`src/rtl/blkxfer_pkg.sv`:
```
package blkxfer_pkg;
   typedef enum logic [1:0] {
      AM_ASC_AFTER   = 2'd0,
      AM_ASC_BEFORE  = 2'd1,
      AM_DESC_AFTER  = 2'd2,
      AM_DESC_BEFORE = 2'd3
   } addr_mode_t;

   typedef enum logic [2:0] {
      ST_IDLE = 3'd0,
      ST_OVH1 = 3'd1,
      ST_OVH2 = 3'd2,
      ST_BEAT = 3'd3,
      ST_DONE = 3'd4
   } seq_state_t;

   function automatic logic mode_is_desc(input addr_mode_t m);
      return m[1];
   endfunction

   function automatic logic mode_is_before(input addr_mode_t m);
      return m[0];
   endfunction
endpackage

```
`src/rtl/blkxfer_mode_map.sv`:
```
module blkxfer_mode_map
   import blkxfer_pkg::*;
(
   input  logic       stack_en,
   input  logic [1:0] stack_kind,
   input  logic       is_load,
   input  logic [1:0] mode_in,
   output addr_mode_t mode_out
);
   addr_mode_t pop_mode;

   always_comb begin
      unique case (stack_kind)
         2'b00:   pop_mode = AM_ASC_AFTER;    // full descending
         2'b10:   pop_mode = AM_DESC_AFTER;   // full ascending
         2'b01:   pop_mode = AM_ASC_BEFORE;   // empty descending
         default: pop_mode = AM_DESC_BEFORE;  // empty ascending
      endcase
   end

   always_comb begin
      if (!stack_en)
         mode_out = addr_mode_t'(mode_in);
      else if (is_load)
         mode_out = pop_mode;
      else
         mode_out = addr_mode_t'(pop_mode ^ 2'b11);
   end
endmodule

```
`src/rtl/blkxfer_popcnt.sv`:
```
module blkxfer_popcnt #(
   parameter int NREG  = 16,
   parameter int CNT_W = $clog2(NREG + 1)
) (
   input  logic [NREG-1:0]  vec,
   output logic [CNT_W-1:0] cnt
);
   always_comb begin
      cnt = '0;
      for (int i = 0; i < NREG; i++)
         cnt = cnt + CNT_W'(vec[i]);
   end
endmodule

```
`src/rtl/blkxfer_lowbit.sv`:
```
module blkxfer_lowbit #(
   parameter int NREG  = 16,
   parameter int IDX_W = $clog2(NREG)
) (
   input  logic [NREG-1:0]  vec,
   output logic [IDX_W-1:0] idx,
   output logic             any
);
   always_comb begin
      idx = '0;
      for (int i = NREG - 1; i >= 0; i--)
         if (vec[i]) idx = IDX_W'(i);
   end
   assign any = |vec;
endmodule

```
`src/rtl/blkxfer_seq.sv`:
```
module blkxfer_seq
   import blkxfer_pkg::*;
#(
   parameter int ADDR_W = 32,
   parameter int NREG   = 16,
   parameter int IDX_W  = $clog2(NREG)
) (
   input  logic              clk,
   input  logic              rst_n,
   input  logic              start,
   input  logic [ADDR_W-1:0] base,
   input  logic [NREG-1:0]   reg_mask,
   input  logic [1:0]        mode,
   input  logic              stack_en,
   input  logic [1:0]        stack_kind,
   input  logic              is_load,
   input  logic              wb_en,
   output logic              req_valid,
   input  logic              req_ready,
   output logic [ADDR_W-1:0] req_addr,
   output logic [IDX_W-1:0]  req_idx,
   output logic              req_write,
   output logic              busy,
   output logic              done,
   output logic [ADDR_W-1:0] new_base,
   output logic              wb_valid
);
   localparam int CNT_W = $clog2(NREG + 1);

   if (NREG < 2) begin : g_bad_nreg
      $error("NREG must be at least 2");
   end
   if (ADDR_W < CNT_W + 3) begin : g_bad_addr
      $error("ADDR_W too narrow for the span of a full transfer");
   end

   addr_mode_t  eff_mode;
   logic [CNT_W-1:0]  n_set;
   logic [ADDR_W-1:0] span;
   logic [ADDR_W-1:0] first_addr;
   logic [ADDR_W-1:0] end_base;

   seq_state_t        state_q;
   logic [NREG-1:0]   rem_q;
   logic [ADDR_W-1:0] addr_q;
   logic [ADDR_W-1:0] nbase_q;
   logic              write_q;
   logic              wb_q;
   logic              low_any;
   logic [IDX_W-1:0]  low_idx;
   logic              accept, beat_fire, last_beat;

   blkxfer_mode_map u_map (
      .stack_en  (stack_en),
      .stack_kind(stack_kind),
      .is_load   (is_load),
      .mode_in   (mode),
      .mode_out  (eff_mode)
   );

   blkxfer_popcnt #(.NREG(NREG), .CNT_W(CNT_W)) u_cnt (
      .vec(reg_mask),
      .cnt(n_set)
   );

   blkxfer_lowbit #(.NREG(NREG), .IDX_W(IDX_W)) u_low (
      .vec(rem_q),
      .idx(low_idx),
      .any(low_any)
   );

   assign span = ADDR_W'(n_set) << 2;

   always_comb begin
      unique case (eff_mode)
         AM_ASC_AFTER:   first_addr = base;
         AM_ASC_BEFORE:  first_addr = base + ADDR_W'(4);
         AM_DESC_AFTER:  first_addr = base - span + ADDR_W'(4);
         default:        first_addr = base - span;
      endcase
      if (!wb_en)
         end_base = base;
      else if (mode_is_desc(eff_mode))
         end_base = base - span;
      else
         end_base = base + span;
   end

   assign accept    = start && (state_q == ST_IDLE);
   assign beat_fire = (state_q == ST_BEAT) && req_ready;
   assign last_beat = (rem_q & (rem_q - NREG'(1))) == '0;

   always_ff @(posedge clk or negedge rst_n) begin
      if (!rst_n) begin
         state_q <= ST_IDLE;
         rem_q   <= '0;
         addr_q  <= '0;
         nbase_q <= '0;
         write_q <= 1'b0;
         wb_q    <= 1'b0;
      end else begin
         unique case (state_q)
            ST_IDLE: if (accept) begin
               state_q <= ST_OVH1;
               rem_q   <= reg_mask;
               addr_q  <= first_addr;
               nbase_q <= end_base;
               write_q <= !is_load;
               wb_q    <= wb_en;
            end
            ST_OVH1: state_q <= ST_OVH2;
            ST_OVH2: state_q <= low_any ? ST_BEAT : ST_DONE;
            ST_BEAT: if (beat_fire) begin
               rem_q  <= rem_q & (rem_q - NREG'(1));
               addr_q <= addr_q + ADDR_W'(4);
               if (last_beat) state_q <= ST_DONE;
            end
            default: state_q <= ST_IDLE;
         endcase
      end
   end

   assign req_valid = (state_q == ST_BEAT);
   assign req_addr  = {addr_q[ADDR_W-1:2], 2'b00};
   assign req_idx   = low_idx;
   assign req_write = write_q;
   assign busy      = (state_q == ST_OVH1) || (state_q == ST_OVH2) || (state_q == ST_BEAT);
   assign done      = (state_q == ST_DONE);
   assign new_base  = nbase_q;
   assign wb_valid  = wb_q;

   a_r1_overhead: assert property (@(posedge clk) disable iff (!rst_n)
      (start && !busy && !done) |=> (busy && !req_valid) ##1 (busy && !req_valid));

   a_r6_index_rises: assert property (@(posedge clk) disable iff (!rst_n)
      (req_valid && req_ready) ##1 req_valid |->
         (req_idx > $past(req_idx)) && (req_addr == $past(req_addr) + ADDR_W'(4)));

   a_r7_hold_on_stall: assert property (@(posedge clk) disable iff (!rst_n)
      (req_valid && !req_ready) |=>
         (req_valid && $stable(req_addr) && $stable(req_idx) && $stable(req_write)));

   a_r11_word_aligned: assert property (@(posedge clk) disable iff (!rst_n)
      req_valid |-> (req_addr[1:0] == 2'b00));

   a_r13_done_pulse: assert property (@(posedge clk) disable iff (!rst_n)
      done |-> (!busy && !req_valid) ##1 !done);

   a_r13_single_state: assert property (@(posedge clk) disable iff (!rst_n)
      $onehot0({busy, done}));
endmodule

```
`config.mk`:
```
export PLATFORM = sky130hd
export DESIGN_NAME = blkxfer_seq
export DESIGN_NICKNAME = d
export VERILOG_FILES = /design/src/rtl/blkxfer_pkg.sv /design/src/rtl/blkxfer_mode_map.sv /design/src/rtl/blkxfer_popcnt.sv /design/src/rtl/blkxfer_lowbit.sv /design/src/rtl/blkxfer_seq.sv
export SDC_FILE = /design/constraint.sdc
export NUM_CORES = 1
export LEC_CHECK = 0
export BUFFER_PORTS_ARGS = -buffer_cell sky130_fd_sc_hd__clkbuf_2
export CORE_UTILIZATION = 40
export DETAILED_ROUTE_END_ITERATION = 8
export PLACE_DENSITY = 0.69
export SKIP_LAST_GASP = 1
export SLEW_MARGIN = 30
export SYNTH_ARGS = -nofsm -noshare
export SYNTH_HDL_FRONTEND = slang
export SYNTH_SLANG_ARGS = --single-unit
```
`constraint.sdc`:
```
create_clock -name clk -period 3.6 [get_ports clk]
set_input_delay 0.18 -clock clk [delete_from_list [all_inputs] [get_ports clk]]
set_output_delay 0.18 -clock clk [all_outputs]
set_load 0.05 [all_outputs]
```
==> report_table.html, run 1 <==
<table>
<tr><th>Metric</th><th>Value</th></tr>
<tr><th colspan="2">Critical path</th></tr>
<tr><td>Nature of the critical path startpoint</td><td>input pin</td></tr>
<tr><td>Cell count along the critical path</td><td>24</td></tr>
<tr><td>Required time at the worst-slack endpoint</td><td>3.83 ns</td></tr>
<tr><td>Most prevalent standard cell on the critical path</td><td>fa_2</td></tr>
<tr><td>Worst-path cell chain</td><td>buf_8 -&gt; ha_4 -&gt; inv_2 -&gt; fa_1 -&gt; fa_2 -&gt; fa_2 -&gt; fa_1 -&gt; fa_2 -&gt; fa_2 -&gt; xnor2_2 -&gt; ha_1 -&gt; nor2b_2 -&gt; buf_4 -&gt; a2111o_1 -&gt; a31o_1 -&gt; a222oi_1 -&gt; buf_4 -&gt; buf_6 -&gt; nand4_1 -&gt; buf_6 -&gt; nor4_4 -&gt; mux2i_1 -&gt; a311oi_1 -&gt; a21oi_1</td></tr>
<tr><td>Maximum fanout encountered on the critical timing path</td><td>5</td></tr>
<tr><td>Peak per-stage delay on the critical path</td><td>about 0.55 ns</td></tr>
<tr><td>Kind of critical path</td><td>in -&gt; reg</td></tr>
<tr><td>Reg-to-reg endpoint</td><td>state_q[1]</td></tr>
<tr><td>Worst reg-to-reg path cell count</td><td>9</td></tr>
<tr><td>Worst R2R Start</td><td>rem_q[3]</td></tr>
<tr><td>Cell at the slowest stage of the critical path</td><td>fa_2</td></tr>
<tr><td>Count of buffer and inverter cells on the critical path</td><td>6</td></tr>
<tr><td>Worst setup slack for register-to-register paths</td><td>0.32 ns</td></tr>
<tr><td>Crit path capture type</td><td>flop</td></tr>
<tr><td>Crit path max-delay family</td><td>adder cells</td></tr>
<tr><td>Arrival time worst endpoint</td><td>6.48 ns</td></tr>
<tr><th colspan="2">Pwr</th></tr>
<tr><td>Largest vdd supply drop</td><td>roughly 0.42 mV</td></tr>
<tr><td>Clk pwr share</td><td>0.097</td></tr>
<tr><td>Pwr per Cell Area</td><td>876 nW/um^2</td></tr>
<tr><td>Sw frac</td><td>0.528</td></tr>
<tr><td>Net Sw Power</td><td>about 5.6 mW</td></tr>
<tr><td>Internal power</td><td>4.99 mW</td></tr>
<tr><td>Combinational group share of total power</td><td>0.733</td></tr>
<tr><td>Leakage dissipation</td><td>around 5 nW</td></tr>
<tr><td>Sequential fraction of design power</td><td>0.171</td></tr>
<tr><th colspan="2">Logic synthesis</th></tr>
<tr><td>Sequential fraction of the synthesis area</td><td>0.242</td></tr>
<tr><td>Count leader, synth</td><td>nand2_1</td></tr>
<tr><td>Library cell with the largest summed area after synthesis</td><td>dfrtp_1</td></tr>
<tr><td>Area fraction in compound gates after synthesis</td><td>0.246</td></tr>
<tr><td>Most common flop cell mapped by yosys</td><td>dfrtp_1</td></tr>
<tr><td>Synthesized cell area</td><td>8580 sq um</td></tr>
<tr><td>Post-synthesis simple-gate area fraction</td><td>0.280</td></tr>
<tr><td>Proportion of synthesized area in mux cells</td><td>0.0207</td></tr>
<tr><td>Number of synthesized flops with an enable pin</td><td>0</td></tr>
<tr><td>Number of register bits inferred by synthesis</td><td>83</td></tr>
<tr><td>Xor and xnor fraction of the mapped netlist area</td><td>0.0847</td></tr>
<tr><td>Top cells by count, synth</td><td>nand2_1, o21ai_0, nor2_1, a21oi_1, dfrtp_1</td></tr>
<tr><td>Main combinational cell family by area after synthesis</td><td>simple AND/OR/NAND/NOR gates</td></tr>
<tr><td>Portion of synthesized cell area occupied by the leading cell type</td><td>0.242</td></tr>
<tr><td>Synth unique cells</td><td>77</td></tr>
<tr><td>Share of synthesized registers carrying an async set or reset</td><td>1.00</td></tr>
<tr><td>Number of warning messages in the yosys log</td><td>0</td></tr>
<tr><td>Area contributors post-synth</td><td>dfrtp_1, nand2_1, o21ai_0, a21oi_1, nor2_1</td></tr>
<tr><td>Average size of a mapped cell</td><td>between 7 and 8 sq um</td></tr>
<tr><td>Gate count of the mapped netlist</td><td>1195</td></tr>
<tr><td>Area share of fa/ha/maj cells after synthesis</td><td>0.0606</td></tr>
<tr><th colspan="2">Final layout</th></tr>
<tr><td>Post-Route Utilization</td><td>0.574</td></tr>
<tr><td>Share of post-route cells with drive strength above 1</td><td>0.338</td></tr>
<tr><td>Inserted Diodes</td><td>0</td></tr>
<tr><td>Total number of nets in the final design</td><td>1535</td></tr>
<tr><td>Area Overhead vs Synth</td><td>40.5%</td></tr>
<tr><th colspan="2">Clock network</th></tr>
<tr><td>Later-pin clock latency in the skew report</td><td>0.36 ns</td></tr>
<tr><td>Clock sink total</td><td>a little over 80</td></tr>
<tr><td>Cts bufs inserted</td><td>9</td></tr>
<tr><td>Clock slew at the register clock pins of the worst setup and hold paths</td><td>0.07 ns</td></tr>
<tr><td>Clk buf depth</td><td>2</td></tr>
<tr><td>Root buffer cell</td><td>clkbuf_16</td></tr>
<tr><td>Clock tree from TritonCTS</td><td>yes</td></tr>
<tr><td>Deepest level of the CTS H-tree</td><td>3</td></tr>
<tr><th colspan="2">STA</th></tr>
<tr><td>Minimum setup slack in the final design</td><td>-2.65 ns</td></tr>
<tr><td>Max_slew headroom</td><td>0.361</td></tr>
<tr><td># setup viols final</td><td>58</td></tr>
<tr><td>Share of the clock period used by the worst path</td><td>1.74</td></tr>
<tr><td>Max-slew violation count</td><td>0</td></tr>
<tr><td>Setup repair after global routing missed its margin</td><td>true</td></tr>
<tr><td>Final worst clock skew</td><td>0.0115 ns</td></tr>
<tr><td>Slew of the pin with the lowest slew margin</td><td>0.959 ns</td></tr>
<tr><td>Min Tclk post-route</td><td>6.25 ns</td></tr>
<tr><td>Maximum clock frequency</td><td>0.160 GHz</td></tr>
<tr><td>Final hold violations</td><td>0</td></tr>
<tr><td>TNS Setup</td><td>-117.39 ns</td></tr>
<tr><th colspan="2">Floorplan</th></tr>
<tr><td>Die Footprint</td><td>22100 sq um</td></tr>
<tr><td>Die height</td><td>148 um</td></tr>
<tr><td>Top-Level Pins</td><td>132</td></tr>
<tr><td>Total core area</td><td>~21000 sq um</td></tr>
<tr><td>Horiz. Die Dim</td><td>148 um</td></tr>
<tr><td>Floorplan row count</td><td>53</td></tr>
<tr><td>Initial Utilization</td><td>0.408</td></tr>
<tr><th colspan="2">Routing</th></tr>
<tr><td>First-pass iteration count of the detailed router</td><td>8</td></tr>
<tr><td>Detailed router's first-iteration violation count</td><td>902</td></tr>
<tr><td>Final routed DRC violation total</td><td>0</td></tr>
<tr><td>Met3 WL post-DR</td><td>about 2.3 mm</td></tr>
<tr><td>Final WL</td><td>around 31 mm</td></tr>
<tr><td>Sum of met2 wire segment lengths after detailed routing</td><td>between 10 and 15 mm</td></tr>
<tr><td>Detailed-routing wirelength on met1</td><td>13.9 mm</td></tr>
<tr><td>Average wire per standard cell</td><td>approximately 18 um</td></tr>
<tr><td>Top layer in use</td><td>met4</td></tr>
<tr><td>Post-detailed-route via-to-cell ratio</td><td>~5.8</td></tr>
<tr><td>Post-route ant nets</td><td>0</td></tr>
<tr><td>Vias after detailed routing</td><td>9941</td></tr>
<tr><th colspan="2">GRT</th></tr>
<tr><td>Initial antenna violation count</td><td>0</td></tr>
<tr><td>Overall fraction of global-route tracks in use</td><td>0.276</td></tr>
<tr><td>Via count of the first global-routing pass</td><td>between 9k and 10k</td></tr>
<tr><td>Total gr overflow</td><td>0</td></tr>
<tr><td>Global-route wire length before repair</td><td>around 48 mm</td></tr>
<tr><td>Maximum number of pins on one net before global-route repair</td><td>94</td></tr>
<tr><th colspan="2">Worst hold path</th></tr>
<tr><td>Beginning of the worst hold path</td><td>base[0]</td></tr>
<tr><td>Endpoint with the worst hold slack</td><td>new_base[0]</td></tr>
<tr><td>Cell depth of the worst min-delay path</td><td>3</td></tr>
<tr><td>Class of the most critical hold timing path</td><td>in -&gt; reg</td></tr>
<tr><th colspan="2">Status</th></tr>
<tr><td>Run status</td><td>complete, but fails checks</td></tr>
<tr><td>Violated checks</td><td>setup timing</td></tr>
<tr><th colspan="2">Run</th></tr>
<tr><td>Number of max-cap violations</td><td>0</td></tr>
<tr><th colspan="2">Place</th></tr>
<tr><td>Estimated wirelength of the detail-placed design</td><td>22.1 mm</td></tr>
<tr><td>Placer Congestion</td><td>0.958</td></tr>
<tr><td>Number of port buffers</td><td>129</td></tr>
</table>
## sequential cells by signal, summed over array words and instances (netlist names)
name       flops
new_base      32
addr_q        30
rem_q         16
state_q        3
req_write      1
wb_valid       1
## worst register-to-register path, stage by stage (launching register included)
cell and delay [ns]:
dfrtp_1 0.42, or4_1 0.62, or3_1 0.45, nor3_1 0.38, nand2_1 0.20, o21ai_0 0.24, o2111ai_1 0.18, or3_1 0.38
o21ai_0 0.19, a21oi_1 0.10
## through the flow
step	power, mW	cell area, sq um	hold slack [ns]	setup WS [ns]	cells
final	10.6	12100	0.0110	-2.65	1724
after global routing	11.2	12100	0.0353	-2.81	1724
after CTS	9.86	11600	0.00983	-2.56	1709
after detailed placement	8.16	10700	0.334	-3.14	1668
after global placement	8.01	10700	0.334	-3.07	1668
after floorplan	6.19	8860	-0.116	-2.94	1196
## power groups by stage
| stage | registers [mW] | logic, mW | clock network, mW |
|---|---|---|---|
| finish | 1.80 | 7.74 | 1.02 |
| CTS | 1.79 | 7.03 | 1.04 |
| global route | 1.88 | 8.29 | 1.07 |
| detailed placement | 1.81 | 6.35 | 0 |
| global placement | 1.79 | 6.22 | 0 |
| floorplan | 2.81 | 3.38 | 0 |
## placed cells by master, fill, tap and decap left out, types with 6 or more instances in the layout
cell and n:
a21o_1 7, or2_2 8, nand3_1 36, buf_6 33, or3_1 8, o22ai_1 19, nand2_1 145, o21ai_0 69
nor2b_1 7, a21oi_1 83, o31ai_1 7, nor4_4 6, ha_4 7, and3_1 16, a211oi_2 6, nor2_1 94
fa_1 7, xor2_1 41, a21oi_2 9, nor4_1 17, or4_1 12, clkbuf_16 9, o211ai_1 7, and2_1 7
xnor2_1 36, buf_4 163, inv_1 46, nor3_2 8, nand4_1 23, o21ai_1 41, mux2i_1 10, dfrtp_1 83
a31oi_1 13, clkbuf_2 126, ha_1 12, nor3_1 31
## layer usage
layer	GRT usage	vias to the layer above
met1	0.383	4626
met5	0	-
li1	-	4793
met2	0.439	456
met3	0.0347	66
met4	0.0985	0
## how the worst max path moves through the flow
stage | from | to
2_1_floorplan | reg_mask[1] | addr_q[29]
3_3_place_gp | reg_mask[1] | addr_q[29]
3_5_place_dp | reg_mask[0] | addr_q[29]
4_1_cts | reg_mask[1] | addr_q[29]
5_1_grt | reg_mask[1] | addr_q[20]
6_report | reg_mask[1] | addr_q[20]
## area by class of cell
class	count	area [sq um]
well taps	275	344
repair buffers	328	2320
multi-input cells	970	6810
clock inverters	7	87.6
flip-flops and latches	83	2080
fillers	1863	8960
inverters	52	195
clock buffers	9	225
## cells by family (layout without fill, tap and decap cells)
kind of cell | after synthesis | after routing
adders and majority gates | 35 | 35
AOI/OAI and AO/OA | 346 | 346
buffers and inverters | 143 | 396
DFF | 83 | 83
other | 1 | 2
muxes | 17 | 17
xor gates and xnor gates | 83 | 83
and+or+nand+nor | 487 | 487
## what timing repair did
item	CTS	global route
hold buffers	1	0
setup buffers	25	17
pin swaps	49	72
gates resized for setup	97	79
endpoints found under the hold margin	61	0
endpoints found under the setup margin	59	60
(Power assumes the default switching activity.)
==> run 2, diff against run 1 <==
Clock period 3.6 ns to 7.4 ns, I/O delays scaled along.
==> run 2 against run 1 <==
Against the previous run:
- the run now ends clean
- die area did not move
- worst hold slack got worse by 0.0069 ns
- cell area is 19% lower
- clock power is 55% lower
- largest power group unchanged
==> report_table.html, run 2 (same netlist as run 1, synthesis figures left out) <==
<table>
<tr><th>Metric</th><th>Value</th></tr>
<tr><th colspan="2">Place</th></tr>
<tr><td>Number of port buffers</td><td>129 (unchanged)</td></tr>
<tr><td>Placed cell count</td><td>1535 (-8.0%)</td></tr>
<tr><td>Placer Congestion</td><td>0.921 (-3.9%)</td></tr>
<tr><td>Estimated wirelength of the detail-placed design</td><td>20.5 mm (-7.2%)</td></tr>
<tr><th colspan="2">Pwr</th></tr>
<tr><td>Internal power</td><td>1.74 mW (-65%)</td></tr>
<tr><td>Clk pwr share</td><td>0.114 (+0.017)</td></tr>
<tr><td>Pwr per Cell Area</td><td>417 nW/um^2 (-52%)</td></tr>
<tr><td>Sequential fraction of design power</td><td>0.218 (+0.047)</td></tr>
<tr><td>Leakage dissipation</td><td>3.98 nW (-22%)</td></tr>
<tr><td>Sw frac</td><td>0.572 (+0.0443)</td></tr>
<tr><td>Net Sw Power</td><td>2.32 mW (-58%)</td></tr>
<tr><td>Largest vdd supply drop</td><td>0.176 mV (-59%)</td></tr>
<tr><td>Combinational group share of total power</td><td>0.668 (-0.065)</td></tr>
<tr><th colspan="2">GRT</th></tr>
<tr><td>Initial antenna violation count</td><td>0 (unchanged)</td></tr>
<tr><td>Via count of the first global-routing pass</td><td>8461 (-9.3%)</td></tr>
<tr><td>Global-route wire length before repair</td><td>45.0 mm (-6.6%)</td></tr>
<tr><td>Overall fraction of global-route tracks in use</td><td>0.257 (-0.0189)</td></tr>
<tr><td>Total gr overflow</td><td>0 (unchanged)</td></tr>
<tr><td>Maximum number of pins on one net before global-route repair</td><td>95 (+1.1%)</td></tr>
<tr><th colspan="2">Critical path</th></tr>
<tr><td>Kind of critical path</td><td>in -&gt; reg</td></tr>
<tr><td>Arrival time worst endpoint</td><td>7.14 ns (+0.66 ns)</td></tr>
<tr><td>Crit path capture type</td><td>flop</td></tr>
<tr><td>Nature of the critical path startpoint</td><td>input pin</td></tr>
<tr><td>Maximum fanout encountered on the critical timing path</td><td>10 (+5)</td></tr>
<tr><td>Required time at the worst-slack endpoint</td><td>7.63 ns (+3.80 ns)</td></tr>
<tr><th colspan="2">STA</th></tr>
<tr><td>Slew of the pin with the lowest slew margin</td><td>0.949 ns (-0.0101 ns)</td></tr>
<tr><td>Setup repair after global routing missed its margin</td><td>false</td></tr>
<tr><td>Max_slew headroom</td><td>0.366 (+0.00542)</td></tr>
<tr><td>Min Tclk post-route</td><td>6.91 ns</td></tr>
<tr><td>Final hold violations</td><td>0 (unchanged)</td></tr>
<tr><td>Share of the clock period used by the worst path</td><td>0.933</td></tr>
<tr><td>Maximum clock frequency</td><td>0.145 GHz</td></tr>
<tr><td>TNS Setup</td><td>0 ns (+117.39 ns)</td></tr>
<tr><td>Final worst clock skew</td><td>0.00653 ns (-0.00496 ns)</td></tr>
<tr><td># setup viols final</td><td>0 (-100%)</td></tr>
<tr><td>Max-slew violation count</td><td>0 (unchanged)</td></tr>
<tr><th colspan="2">Routing</th></tr>
<tr><td>Final WL</td><td>27.9 mm (-11%)</td></tr>
<tr><td>First-pass iteration count of the detailed router</td><td>5 (-3)</td></tr>
<tr><td>Vias after detailed routing</td><td>9151 (-7.9%)</td></tr>
<tr><td>Post-detailed-route via-to-cell ratio</td><td>5.90 (+2.3%)</td></tr>
<tr><td>Average wire per standard cell</td><td>18.0 um (-1.3%)</td></tr>
<tr><td>Detailed router's first-iteration violation count</td><td>979 (+8.5%)</td></tr>
<tr><td>Post-route ant nets</td><td>0 (unchanged)</td></tr>
<tr><td>Final routed DRC violation total</td><td>0 (unchanged)</td></tr>
<tr><th colspan="2">Worst hold path</th></tr>
<tr><td>Class of the most critical hold timing path</td><td>in -&gt; async</td></tr>
<tr><th colspan="2">Floorplan</th></tr>
<tr><td>Horiz. Die Dim</td><td>148 um (unchanged)</td></tr>
<tr><td>Total core area</td><td>21000 sq um (unchanged)</td></tr>
<tr><td>Die height</td><td>148 um (unchanged)</td></tr>
<tr><td>Initial Utilization</td><td>0.408 (unchanged)</td></tr>
<tr><td>Top-Level Pins</td><td>132 (unchanged)</td></tr>
<tr><td>Floorplan row count</td><td>53 (unchanged)</td></tr>
<tr><td>Die Footprint</td><td>22100 sq um (unchanged)</td></tr>
<tr><th colspan="2">Final layout</th></tr>
<tr><td>Inserted Diodes</td><td>0 (unchanged)</td></tr>
<tr><td>Share of post-route cells with drive strength above 1</td><td>0.155 (-0.183)</td></tr>
<tr><td>Number of cells in the finished layout apart from fillers</td><td>1551 (-10%)</td></tr>
<tr><td>Area Overhead vs Synth</td><td>13.3%</td></tr>
<tr><td>Most common library cell in the layout ignoring fill and taps</td><td>nand2_1</td></tr>
<tr><td>Commonest cells after routing, fill and taps aside</td><td>nand2_1, clkbuf_2, o21ai_0, nor2_1, a21oi_1</td></tr>
<tr><td>Total number of nets in the final design</td><td>1362 (-11%)</td></tr>
<tr><td>Flip-flop count of the largest register, all copies and words added</td><td>32 (unchanged)</td></tr>
<tr><th colspan="2">Clock network</th></tr>
<tr><td>Cts bufs inserted</td><td>9 (unchanged)</td></tr>
<tr><td>CTS hold repair buffers</td><td>0 (-1)</td></tr>
<tr><td>Deepest level of the CTS H-tree</td><td>3 (unchanged)</td></tr>
<tr><td>Clock sink total</td><td>83 (unchanged)</td></tr>
<tr><td>Root buffer cell</td><td>clkbuf_16</td></tr>
<tr><td>Quantity of gates resized following cts</td><td>0 (-100%)</td></tr>
<tr><td>Later-pin clock latency in the skew report</td><td>0.35 ns (about the same)</td></tr>
<tr><td>Clk buf depth</td><td>2 (unchanged)</td></tr>
<tr><td>Clock tree from TritonCTS</td><td>yes</td></tr>
<tr><td>Clock slew at the register clock pins of the worst setup and hold paths</td><td>0.07 ns (about the same)</td></tr>
<tr><td>Post-CTS setup buffer count</td><td>0 (-100%)</td></tr>
<tr><th colspan="2">Run</th></tr>
<tr><td>Number of max-cap violations</td><td>0 (unchanged)</td></tr>
<tr><th colspan="2">Status</th></tr>
<tr><td>Run status</td><td>complete, no violations</td></tr>
</table>
==> run 2: changes by cell type in the layout (fill, tap and decap cells not counted), moves of 7 or more <==
cell and change:
ha_1 +8, nor3_1 +9, o21ai_0 +43, ha_4 -7, buf_4 -136, nand2_1 +7
a21oi_1 +12, nor2_1 +8, a21oi_2 -9, o21ai_1 -38, buf_6 -33
==> run 2: metrics by stage <==
| step | worst slack, ns | util | hold slack (ns) | area (sq um) | power (mW) |
|---|---|---|---|---|---|
| 3_3_place_gp | 0.162 | 0.448 | 0.390 | 9420 | 3.53 |
| 5_1_grt | 0.111 | 0.463 | 0.0328 | 9720 | 4.37 |
| 3_5_place_dp | 0.0962 | 0.448 | 0.389 | 9420 | 3.56 |
| 4_1_cts | 0.437 | 0.462 | 0.0134 | 9720 | 4.05 |
| 6_report | 0.493 | 0.463 | 0.00407 | 9720 | 4.06 |
| 2_1_floorplan | 0.504 | - | 0.0744 | 8590 | 2.88 |
==> run 2: power by group through the flow <==
stage / registers [mW] / logic [mW] / clock network, mW
2_1_floorplan: 1.37 / 1.51 / 0
3_3_place_gp: 0.877 / 2.65 / 0
3_5_place_dp: 0.882 / 2.68 / 0
4_1_cts: 0.878 / 2.70 / 0.473
5_1_grt: 0.917 / 2.97 / 0.488
6_report: 0.883 / 2.71 / 0.464
==> run 2: layout make-up <==
| class | instances | area [sq um] |
|---|---|---|
| clock inverters | 6 | 66.3 |
| inverters | 52 | 195 |
| multi-input cells | 970 | 5970 |
| flip-flops and latches | 83 | 2080 |
| well taps | 275 | 344 |
| clock buffers | 10 | 229 |
| repair buffers | 155 | 843 |
| fillers | 2146 | 11300 |
==> run 2: worst paths after layout <==
| kind | start | endpoint | slack (ns) | cells after the start |
|---|---|---|---|---|
| hold reg to reg | new_base[3] | new_base[3] | 0.48 | 2 |
| max in group asynchronous | rst_n | addr_q[7] | 6.37 | 2 |
| hold / removal | rst_n | rem_q[13] | 0.004 | 1 |
| min in group clk | base[0] | new_base[0] | 0.22 | 3 |
| setup reg to reg | rem_q[3] | state_q[1] | 4.14 | 8 |
| setup / recovery | reg_mask[0] | addr_q[29] | 0.49 | 20 |
==> run 2: critical path, cell delays in order <==
cell and delay (ns):
clkbuf_2 0.09, ha_1 0.28, inv_1 0.07, fa_1 0.45, fa_1 0.50, fa_1 0.53, fa_1 0.43, fa_1 0.43
fa_1 0.56, inv_1 0.11, fa_1 0.46, or2_1 0.30, a211oi_4 0.41, o21ai_0 0.19, a222oi_1 0.45, nand4_2 0.18
or3_1 0.57, nor4b_4 0.35, xnor2_1 0.09, a221o_1 0.32
==> run 2: routing by layer <==
| metal | global-route usage | vias up | routed length, um |
|---|---|---|---|
| li1 | - | 4438 | - |
| met1 | 0.374 | 4291 | 13000 |
| met2 | 0.388 | 385 | 12200 |
| met3 | 0.0399 | 37 | 2130 |
| met4 | 0.0794 | 0 | 498 |
| met5 | 0 | - | 0 |
==> run 3, diff against run 2 <==
Settings changed: CORE_MARGIN set to 4.
Clock period 7.4 ns to 8.5 ns, I/O delays scaled along.
==> run 3 against run 2 <==
Against the previous run:
- clock power is 14% lower
- cell area down 1.1%
- highest routed layer unchanged
- largest cell class unchanged
- non-clock buffer count decreased by 13
==> report_table.html, run 3 (same netlist as run 1, synthesis figures left out) <==
<table>
<tr><th>Metric</th><th>Value</th></tr>
<tr><th colspan="2">Status</th></tr>
<tr><td>Run status</td><td>complete, no violations</td></tr>
<tr><th colspan="2">STA</th></tr>
<tr><td>TNS Setup</td><td>0 ns (unchanged)</td></tr>
<tr><td>Maximum clock frequency</td><td>0.135 GHz</td></tr>
<tr><td>Final hold violations</td><td>0 (unchanged)</td></tr>
<tr><td>Max-slew violation count</td><td>0 (unchanged)</td></tr>
<tr><td>Worst hold slack</td><td>0.0415 ns (+0.0374 ns)</td></tr>
<tr><td>Min Tclk post-route</td><td>7.39 ns</td></tr>
<tr><td>Share of the clock period used by the worst path</td><td>0.870</td></tr>
<tr><td>Final worst clock skew</td><td>0.0148 ns (+0.00830 ns)</td></tr>
<tr><td>Setup repair after global routing missed its margin</td><td>false</td></tr>
<tr><td># setup viols final</td><td>0 (unchanged)</td></tr>
<tr><td>Slew of the pin with the lowest slew margin</td><td>0.942 ns (-0.00720 ns)</td></tr>
<tr><td>Max_slew headroom</td><td>0.371 (+0.00481)</td></tr>
<tr><th colspan="2">Final layout</th></tr>
<tr><td>Inserted Diodes</td><td>0 (unchanged)</td></tr>
<tr><td>Area used by multi-input combinational logic</td><td>5960 sq um (about the same)</td></tr>
<tr><td>Share of post-route cells with drive strength above 1</td><td>0.147 (-0.00858)</td></tr>
<tr><td>Fill cells</td><td>2183 (+1.7%)</td></tr>
<tr><td>Total number of nets in the final design</td><td>1349 (-0.95%)</td></tr>
<tr><td>Most common library cell in the layout ignoring fill and taps</td><td>nand2_1</td></tr>
<tr><td>Commonest cells after routing, fill and taps aside</td><td>nand2_1, clkbuf_2, o21ai_0, nor2_1, a21oi_1</td></tr>
<tr><td>FF/Latch Area</td><td>2080 sq um (unchanged)</td></tr>
<tr><td>Flip-flop count of the largest register, all copies and words added</td><td>32 (unchanged)</td></tr>
<tr><td>Area Overhead vs Synth</td><td>12.0%</td></tr>
<tr><th colspan="2">Place</th></tr>
<tr><td>Estimated wirelength of the detail-placed design</td><td>20.5 mm (about the same)</td></tr>
<tr><td>Placer Congestion</td><td>0.945 (+2.7%)</td></tr>
<tr><td>Number of port buffers</td><td>129 (unchanged)</td></tr>
<tr><th colspan="2">GRT</th></tr>
<tr><td>Met1 GRT Util</td><td>0.337 (-0.0370)</td></tr>
<tr><td>Met2 layer usage reported by global route</td><td>0.348 (-0.0405)</td></tr>
<tr><td>Met3 routing resource usage after global routing</td><td>0.0355 (-0.00434)</td></tr>
<tr><td>Initial antenna violation count</td><td>0 (unchanged)</td></tr>
<tr><td>Global-route layer with the greatest usage</td><td>met2</td></tr>
<tr><td>Global-route wire length before repair</td><td>44.9 mm (-0.29%)</td></tr>
<tr><td>Maximum number of pins on one net before global-route repair</td><td>94 (-1.1%)</td></tr>
<tr><td>Total gr overflow</td><td>0 (unchanged)</td></tr>
<tr><td>Overall fraction of global-route tracks in use</td><td>0.229 (-0.0283)</td></tr>
<tr><td>Via count of the first global-routing pass</td><td>8441 (-0.24%)</td></tr>
<tr><th colspan="2">Floorplan</th></tr>
<tr><td>Floorplan row count</td><td>53 (unchanged)</td></tr>
<tr><td>Die height</td><td>154 um (+4.0%)</td></tr>
<tr><td>Horiz. Die Dim</td><td>154 um (+4.0%)</td></tr>
<tr><td>Top-Level Pins</td><td>132 (unchanged)</td></tr>
<tr><td>Die Footprint</td><td>23900 sq um (+8.2%)</td></tr>
<tr><td>Initial Utilization</td><td>0.407 (-0.00128)</td></tr>
<tr><td>Total core area</td><td>21100 sq um (+0.32%)</td></tr>
<tr><th colspan="2">Clock network</th></tr>
<tr><td>Clk buf depth</td><td>2 (unchanged)</td></tr>
<tr><td>Later-pin clock latency in the skew report</td><td>0.36 ns (about the same)</td></tr>
<tr><td>Clock tree from TritonCTS</td><td>yes</td></tr>
<tr><td>Post-CTS setup buffer count</td><td>0 (unchanged)</td></tr>
<tr><td>Root buffer cell</td><td>clkbuf_16</td></tr>
<tr><td>Quantity of gates resized following cts</td><td>0 (unchanged)</td></tr>
<tr><td>CTS hold repair buffers</td><td>0 (unchanged)</td></tr>
<tr><td>Deepest level of the CTS H-tree</td><td>3 (unchanged)</td></tr>
<tr><td>Cts bufs inserted</td><td>9 (unchanged)</td></tr>
<tr><td>Clock slew at the register clock pins of the worst setup and hold paths</td><td>0.07 ns (about the same)</td></tr>
<tr><td>Clock sink total</td><td>83 (unchanged)</td></tr>
<tr><th colspan="2">Routing</th></tr>
<tr><td>First-pass iteration count of the detailed router</td><td>6 (+1)</td></tr>
<tr><td>Final WL</td><td>28.0 mm (+0.62%)</td></tr>
<tr><td>Post-detailed-route via-to-cell ratio</td><td>5.92 (+0.38%)</td></tr>
<tr><td>Post-route ant nets</td><td>0 (unchanged)</td></tr>
<tr><td>Vias after detailed routing</td><td>9103 (-0.52%)</td></tr>
<tr><td>Detailed router's first-iteration violation count</td><td>954 (-2.6%)</td></tr>
<tr><td>Final routed DRC violation total</td><td>0 (unchanged)</td></tr>
<tr><td>Average wire per standard cell</td><td>18.2 um (+1.5%)</td></tr>
<tr><th colspan="2">Pwr</th></tr>
<tr><td>Pwr per Cell Area</td><td>364 nW/um^2 (-13%)</td></tr>
<tr><td>Post-route total power</td><td>3.50 mW (-14%)</td></tr>
<tr><td>Leakage dissipation</td><td>3.92 nW (-1.4%)</td></tr>
<tr><td>Largest vdd supply drop</td><td>0.191 mV (+9.0%)</td></tr>
<tr><th colspan="2">Critical path</th></tr>
<tr><td>Crit path capture type</td><td>flop</td></tr>
<tr><td>Kind of critical path</td><td>in -&gt; reg</td></tr>
<tr><td>Nature of the critical path startpoint</td><td>input pin</td></tr>
<tr><td>Arrival time worst endpoint</td><td>7.63 ns (+0.49 ns)</td></tr>
<tr><td>Worst setup slack for register-to-register paths</td><td>5.28 ns (+1.14 ns)</td></tr>
<tr><td>Required time at the worst-slack endpoint</td><td>8.74 ns (+1.11 ns)</td></tr>
<tr><td>Reg-to-reg endpoint</td><td>state_q[1]</td></tr>
<tr><td>Worst R2R Start</td><td>rem_q[3]</td></tr>
<tr><td>Worst reg-to-reg path cell count</td><td>8 (unchanged)</td></tr>
<tr><td>Maximum fanout encountered on the critical timing path</td><td>17 (+7)</td></tr>
<tr><th colspan="2">Run</th></tr>
<tr><td>Number of max-cap violations</td><td>0 (unchanged)</td></tr>
<tr><th colspan="2">Worst hold path</th></tr>
<tr><td>Class of the most critical hold timing path</td><td>in -&gt; async</td></tr>
</table>
==> run 3: cell types whose count changed in the layout (fill, tap and decap cells not counted), sizes merged <==
cell	delta
bufinv	-1
inv	+1
clkbuf	+2
clkinv	-1
buf	-13
clkinvlp	-2
==> run 3: layout make-up <==
type / count / share of cell area
multi-input cells: 970 / 0.620
clock inverters: 3 / 0.00221
repair buffers: 142 / 0.0776
flip-flops and latches: 83 / 0.216
inverters: 52 / 0.0203
clock buffers: 12 / 0.0277
well taps: 275 / 0.0358
==> run 3: metrics by stage <==
stage | setup WS [ns] | instance area, sq um | utilization | cells
6_report | 1.11 | 9610 | 0.456 | 1537
5_1_grt | 0.715 | 9610 | 0.456 | 1537
4_1_cts | 1.16 | 9610 | 0.456 | 1537
3_5_place_dp | 0.792 | 9330 | 0.442 | 1522
3_3_place_gp | 0.937 | 9320 | 0.442 | 1522
2_1_floorplan | 1.55 | 8590 | - | 1196
==> run 3: power by group <==
group	switching [mW]	leakage (nW)	total, mW	internal (mW)
registers	0.195	1.02	0.769	0.574
logic	1.65	2.76	2.33	0.685
clock network	0.179	0.141	0.401	0.222
total	2.02	3.92	3.50	1.48
==> run 3: per-layer routing <==
layer | vias up | wire length [um]
met5 | - | 0
met3 | 44 | 2200
met4 | 0 | 543
li1 | 4417 | -
met2 | 402 | 12100
met1 | 4240 | 13200
==> run 3: worst max-delay path: stages <==
cell and delay (ns):
clkbuf_2 0.09, ha_1 0.28, inv_1 0.07, fa_1 0.45, fa_1 0.50, fa_1 0.55
fa_1 0.43, fa_1 0.44, fa_1 0.42, xnor2_1 0.23, ha_1 0.35, nor2b_1 0.19
a2111o_1 0.61, a31o_1 0.31, a222oi_1 0.67, nand4_2 0.24, or3_1 0.60, nor4b_4 0.36
xnor2_1 0.11, a221o_1 0.32
==> run 3: worst max-delay path by stage <==
stage / startpoint / end / depth (start not counted)
floorplan: reg_mask[0] / addr_q[29] / 20
global placement: reg_mask[0] / addr_q[29] / 20
detailed placement: reg_mask[0] / addr_q[29] / 20
CTS: reg_mask[0] / addr_q[29] / 20
global route: reg_mask[0] / addr_q[21] / 20
finish: reg_mask[0] / addr_q[29] / 20
